===== config.mk =====
export PLATFORM = sky130hd
export DESIGN_NAME = aluFlagUnit
export DESIGN_NICKNAME = d
export VERILOG_FILES = /design/src/rtl/flagPkg.sv /design/src/rtl/flagAdder.sv /design/src/rtl/flagControl.sv /design/src/rtl/flagDatapath.sv /design/src/rtl/aluFlagUnit.sv
export SDC_FILE = /design/constraint.sdc
export NUM_CORES = 1
export LEC_CHECK = 0
export BUFFER_PORTS_ARGS = -buffer_cell sky130_fd_sc_hd__buf_2
export CAP_MARGIN = 20
export CORE_MARGIN = 2
export CORE_UTILIZATION = 46
export CTS_BUF_LIST = sky130_fd_sc_hd__clkbuf_16
export CTS_CLUSTER_DIAMETER = 80
export DETAILED_ROUTE_END_ITERATION = 16
export PLACE_DENSITY = 0.82
export REMOVE_ABC_BUFFERS = 1
export SLEW_MARGIN = 10
export SYNTH_ARGS = -nofsm -noshare
export SYNTH_HDL_FRONTEND = slang
export SYNTH_SLANG_ARGS = --single-unit
export TNS_END_PERCENT = 30

===== constraint.sdc =====
create_clock -name clk -period 4.2 [get_ports clk]
set_input_delay 0.63 -clock clk [delete_from_list [all_inputs] [get_ports clk]]
set_output_delay 0.63 -clock clk [all_outputs]
set_load 0.005 [all_outputs]

===== src/rtl/flagPkg.sv =====
package flagPkg;
  localparam int FLAG_W   = 16;
  localparam int CF_B     = 0;
  localparam int PF_B     = 2;
  localparam int AF_B     = 4;
  localparam int ZF_B     = 6;
  localparam int SF_B     = 7;
  localparam int CTL_BASE = 8;   // trap 8, interrupt enable 9, direction 10
  localparam int CTL_N    = 3;
  localparam int OF_B     = 11;
  localparam logic [FLAG_W-1:0] STATUS_MASK = 16'h08D5;
  localparam logic [FLAG_W-1:0] CTL_MASK    = 16'h0700;
  localparam logic [FLAG_W-1:0] USED_MASK   = STATUS_MASK | CTL_MASK;

  typedef struct packed {
    logic             loadAll;
    logic             updStatus;
    logic [CTL_N-1:0] setCtl;
    logic [CTL_N-1:0] clrCtl;
  } strobeT;
endpackage


===== src/rtl/flagAdder.sv =====
module flagAdder #(
  parameter int WIDTH = 8
) (
  input  logic [WIDTH-1:0] opA,
  input  logic [WIDTH-1:0] opB,
  input  logic             opSub,
  output logic [WIDTH-1:0] sum,
  output logic             carryOut,
  output logic             auxOut,
  output logic             ovfOut
);
  logic [WIDTH-1:0] bEff;
  logic [WIDTH:0]   full;
  logic [4:0]       nib;

  always_comb begin
    bEff     = opSub ? ~opB : opB;
    full     = {1'b0, opA} + {1'b0, bEff} + {{WIDTH{1'b0}}, opSub};
    nib      = {1'b0, opA[3:0]} + {1'b0, bEff[3:0]} + {4'b0, opSub};
    sum      = full[WIDTH-1:0];
    // borrow is the inverse of the adder carry when subtracting
    carryOut = full[WIDTH] ^ opSub;
    auxOut   = nib[4] ^ opSub;
    ovfOut   = (opA[WIDTH-1] == bEff[WIDTH-1]) && (full[WIDTH-1] != opA[WIDTH-1]);
  end
endmodule


===== src/rtl/flagControl.sv =====
module flagControl
  import flagPkg::*;
(
  input  logic             wrEn,
  input  logic             loadEn,
  input  logic [CTL_N-1:0] ctlSet,
  input  logic [CTL_N-1:0] ctlClr,
  output strobeT           strobes
);
  always_comb begin
    strobes.loadAll   = loadEn;
    strobes.updStatus = wrEn & ~loadEn;
    strobes.setCtl    = ctlSet & {CTL_N{~loadEn}};
    strobes.clrCtl    = ctlClr & ~ctlSet & {CTL_N{~loadEn}};
  end
endmodule


===== src/rtl/flagDatapath.sv =====
module flagDatapath
  import flagPkg::*;
#(
  parameter int DATA_W = 16,
  parameter int BYTE_W = 8
) (
  input  logic              clk,
  input  logic              rstN,
  input  logic [DATA_W-1:0] opA,
  input  logic [DATA_W-1:0] opB,
  input  logic              opSub,
  input  logic              wordMode,
  input  logic [FLAG_W-1:0] loadValue,
  input  strobeT            strobes,
  output logic [DATA_W-1:0] result,
  output logic [FLAG_W-1:0] flagsQ
);
  localparam int N_SIZES = 2;

  logic [DATA_W-1:0] sumArr [N_SIZES];
  logic [N_SIZES-1:0] carryArr, auxArr, ovfArr;

  for (genvar gi = 0; gi < N_SIZES; gi++) begin : gSize
    localparam int AW = (gi == 0) ? BYTE_W : DATA_W;
    logic [AW-1:0] sumW;
    flagAdder #(.WIDTH(AW)) uAdd (
      .opA(opA[AW-1:0]), .opB(opB[AW-1:0]), .opSub(opSub),
      .sum(sumW), .carryOut(carryArr[gi]), .auxOut(auxArr[gi]), .ovfOut(ovfArr[gi])
    );
    assign sumArr[gi] = DATA_W'(sumW);
  end

  logic              msbSel;
  logic [FLAG_W-1:0] statusWord;
  logic [CTL_N-1:0]  ctlNext;
  logic [FLAG_W-1:0] flagsD;

  always_comb begin
    result     = sumArr[wordMode];
    msbSel     = wordMode ? result[DATA_W-1] : result[BYTE_W-1];
    statusWord = '0;
    statusWord[CF_B] = carryArr[wordMode];
    statusWord[AF_B] = auxArr[wordMode];
    statusWord[OF_B] = ovfArr[wordMode];
    statusWord[SF_B] = msbSel;
    statusWord[ZF_B] = (result == '0);
    statusWord[PF_B] = ~^result[7:0];
  end

  for (genvar ci = 0; ci < CTL_N; ci++) begin : gCtl
    assign ctlNext[ci] = strobes.setCtl[ci] | (~strobes.clrCtl[ci] & flagsQ[CTL_BASE+ci]);
  end

  always_comb begin
    if (strobes.loadAll)
      flagsD = loadValue & USED_MASK;
    else
      flagsD = (strobes.updStatus ? statusWord : (flagsQ & STATUS_MASK))
             | (FLAG_W'(ctlNext) << CTL_BASE);
  end

  always_ff @(posedge clk or negedge rstN) begin
    if (!rstN) flagsQ <= '0;
    else       flagsQ <= flagsD;
  end

  AST_LOAD_MASKED: assert property (@(posedge clk) disable iff (!rstN)
    strobes.loadAll |=> flagsQ == ($past(loadValue) & USED_MASK));
  AST_UNUSED_ZERO: assert property (@(posedge clk) disable iff (!rstN)
    (flagsQ & ~USED_MASK) == '0);
  AST_CTL_HOLD: assert property (@(posedge clk) disable iff (!rstN)
    (!strobes.loadAll && strobes.setCtl == '0 && strobes.clrCtl == '0)
      |=> $stable(flagsQ & CTL_MASK));
  AST_STATUS_HOLD: assert property (@(posedge clk) disable iff (!rstN)
    (!strobes.loadAll && !strobes.updStatus) |=> $stable(flagsQ & STATUS_MASK));
  AST_ZERO_NOT_SIGN: assert property (@(posedge clk) disable iff (!rstN)
    strobes.updStatus |=> !(flagsQ[ZF_B] && flagsQ[SF_B]));
  AST_BYTE_HIGH: assert property (@(posedge clk) disable iff (!rstN)
    !wordMode |-> result[DATA_W-1:BYTE_W] == '0);
endmodule


===== src/rtl/aluFlagUnit.sv =====
module aluFlagUnit
  import flagPkg::*;
#(
  parameter int DATA_W = 16,
  parameter int BYTE_W = 8
) (
  input  logic              clk,
  input  logic              rstN,
  input  logic [DATA_W-1:0] opA,
  input  logic [DATA_W-1:0] opB,
  input  logic              opSub,
  input  logic              wordMode,
  input  logic              wrEn,
  input  logic              loadEn,
  input  logic [FLAG_W-1:0] loadValue,
  input  logic [CTL_N-1:0]  ctlSet,
  input  logic [CTL_N-1:0]  ctlClr,
  output logic [DATA_W-1:0] result,
  output logic [FLAG_W-1:0] flags
);
  strobeT strobes;

  flagControl uCtl (
    .wrEn(wrEn), .loadEn(loadEn), .ctlSet(ctlSet), .ctlClr(ctlClr), .strobes(strobes)
  );

  flagDatapath #(.DATA_W(DATA_W), .BYTE_W(BYTE_W)) uDp (
    .clk(clk), .rstN(rstN), .opA(opA), .opB(opB), .opSub(opSub),
    .wordMode(wordMode), .loadValue(loadValue), .strobes(strobes),
    .result(result), .flagsQ(flags)
  );
endmodule


==> impl_metrics.ini <==
[status]
result_of_the_run = completed

[power]
power.internal_w = 0.000430
power.net_switching_w = 0.000262
power_density_nw_per_um2 = 321
switching_part_of_the_total_power = 0.379
share_comb_of_total_power = 0.615
pwr-share-seq = 0.152
leakage_nw = 1.12
vdd_drop_max_uv = 282
p_clk_frac = 0.233

[timing]
report.final.slew_viol_count = 0
finalSetupViolCount = 0
fin_crit_ps = 3720
final_min_period_over_clock_period = 0.885
finalHoldViolCount = 0
hold_ws_ps = 242
rsz0062_at_grt = false
max_freq_mhz = 269
setup_total_negative_slack_ps = 0
clock_skew_ps = 0

[critical_path]
cp_slowest_stage_delay_ps = 420
crit_reg_reg_startpoint = uDp.flagsQ[11]
worst_setup_path_end_kind = output port
critical_path_source_type = input port
r2r-end = uDp.flagsQ[11]
cp_cell_sequence = buf_2 -> mux2_4 -> fa_1 -> a21oi_1 -> nand3b_1 -> a21oi_1 -> o41ai_2 -> o21a_1 -> xnor2_1 -> and2_1 -> buf_2
rr_worst_depth = 4
slowest_cp_cell = fa_1
path_max_fanout = 11
worst-endpoint-arrival_ps = 3090
crit_required_ps = 3570
ff2ff_setup_slack_ps = 3240
path_class = in -> out

[cts]
setup_fix_bufs_post_cts = 0
htree_num_levels = 1
clk_pin_slew_worst_paths_ps = 40
holdBufCountCts = 0
clk_path_buf_depth = 2
clk-insertion-delay-late_ps = 230
clockRootBuffer = clkbuf_16
cts_sinks = 9
postCtsResizedCells = 0
tritoncts = yes
cts_buffers = 3

[min_path]
worst_hold_path_type = in -> async

[detailed_routing]
ant_nets = 0
drtIter0Drc = 114
average_wire_per_standard_cell_um = 11.7
routed_wirelength_mm = 3.83
drt_pre_antenna_iters = 4
post-route-drc-count = 0
vias_per_cell = 5.10
vias = 1668

[grt]
grt_remaining_overflow = 0
global_route_wire_length_before_repair_mm = 6.37
via_count_of_the_first_global_routing_pass = 1517
global_route.usage.total = 0.184
antenna_found_initial = 0
largest_net_degree_at_the_start_of_global_routing = 23

[place]
detailed_place_hpwl_mm = 3.26
routabilityCongestion = 0.807
port_buffers = 77

[yosys]
synthCells = 206
post-synth-top-count-cell = ha_1
postSynth.asyncResetShare = 1.00
synth_edf_count = 0
synth_sequential_area_ratio = 0.133
synthesis.area_um2 = 1690
postSynth.topFlopCell = dfrtp_1
yosys_register_bits = 9
synthesis.yosys.warnings = 0
synth_largest_area_cell = ha_1
yosys_top_cell_area_share = 0.155
ys_top_cells_by_count = 21 x ha_1, 19 x xor2_1, 17 x nand2_1, 14 x inv_1
post_synth.cell_area_avg_um2 = 8.22
synth.area.top_cells = ha_1 16%, dfrtp_1 13%, xor2_1 9.8%
netlist-cell-type-count = 51

[floorplan]
die_height_um = 64.7
die_x_um = 64.7
io-pin-count = 92
core_region_area_um2 = 3610
initial_core_util = 0.470
design.die.area_um2 = 4180
num_rows = 22

[final_layout]
layout_top_registers = uDp.flagsQ x9
filler_cell_count = 352
max_flop_register = uDp.flagsQ
final_layout_size_suffix_gt1_frac = 0.326
fin_nets = 362
largest_register_ffs = 9
diodes = 0
syn_to_final_growth_pct = 27.4

[run]
timing.max_cap.violations = 0
critical path, delay by kind of cell:
| kind | cells | cell delay [ps] |
|---|---|---|
| buffers and inverters | 2 | 330 |
| AOI/OAI and AO/OA | 4 | 920 |
| adders and majority gates | 1 | 420 |
| xor gates and xnor gates | 1 | 120 |
| and+or+nand+nor | 2 | 330 |
| muxes | 1 | 340 |
worst max-delay path by stage:
stage / startpoint / endpoint / slack, ps
6_report: opSub / result[14] / 480
5_1_grt: opSub / result[14] / 350
4_1_cts: opSub / result[14] / 470
3_5_place_dp: opSub / result[14] / 480
3_3_place_gp: opSub / result[14] / 490
2_1_floorplan: opB[0] / result[14] / 1040
power groups by stage:
| stage | Combinational [W] | Sequential [W] | Clock, W |
|---|---|---|---|
| 2_1_floorplan | 0.000290 | 0.000108 | 0 |
| 4_1_cts | 0.000429 | 0.000105 | 0.000163 |
| 3_5_place_dp | 0.000426 | 0.000106 | 0 |
| 3_3_place_gp | 0.000416 | 0.000106 | 0 |
| 5_1_grt | 0.000481 | 0.000106 | 0.000169 |
| 6_report | 0.000426 | 0.000105 | 0.000161 |
cell usage in the layout, fill, tap and decap left out, types with 6 or more instances in the layout:
master	n
buf_2	77
ha_1	21
xor2_1	19
nand2_1	17
inv_1	15
a21oi_1	12
xnor2_1	12
nor2_1	11
dfrtp_1	9
o21ai_0	8
conb_1	7
mux2i_1	6
metal layers:
| layer | wire, um | share of wire | vias up | track usage |
|---|---|---|---|---|
| met2 | 1880 | 0.49 | 53 | 0.328 |
| met5 | 0 | 0 | - | 0 |
| met1 | 1720 | 0.45 | 747 | 0.245 |
| met3 | 219 | 0.057 | 0 | 0.0243 |
| li1 | - | - | 868 | - |
| met4 | 0 | 0 | 0 | 0.0160 |
through the flow:
stage	instance area (um^2)	power, W	util	std cells	setup slack (ps)
final	2160	0.000692	0.599	327	485
after global routing	2160	0.000756	0.599	327	348
after CTS	2160	0.000698	0.599	327	473
after detailed placement	2080	0.000532	0.577	323	484
after global placement	2080	0.000522	0.577	323	493
after floorplan	1630	0.000398	-	197	1040
layout make-up:
cell class	count	area, um^2	area share
multi-input cells	174	1350	0.625
repair buffers	78	393	0.182
flip-flops and latches	9	225	0.104
clock buffers	3	75.1	0.0348
well taps	48	60.1	0.0278
inverters	14	52.6	0.0243
clock inverters	1	3.75	0.00174
cells by family (layout without fill, tap and decap cells):
family	after synthesis	count (layout)	synth area share
compound gates	51	51	0.227
mux	7	7	0.0443
simple gates	56	56	0.182
flops	9	9	0.133
buf+inv	29	96	0.0842
fa+ha+maj	22	22	0.167
xor+xnor	31	31	0.160
other cells	1	7	0.00221
Power figures use the tool's default switching activity.
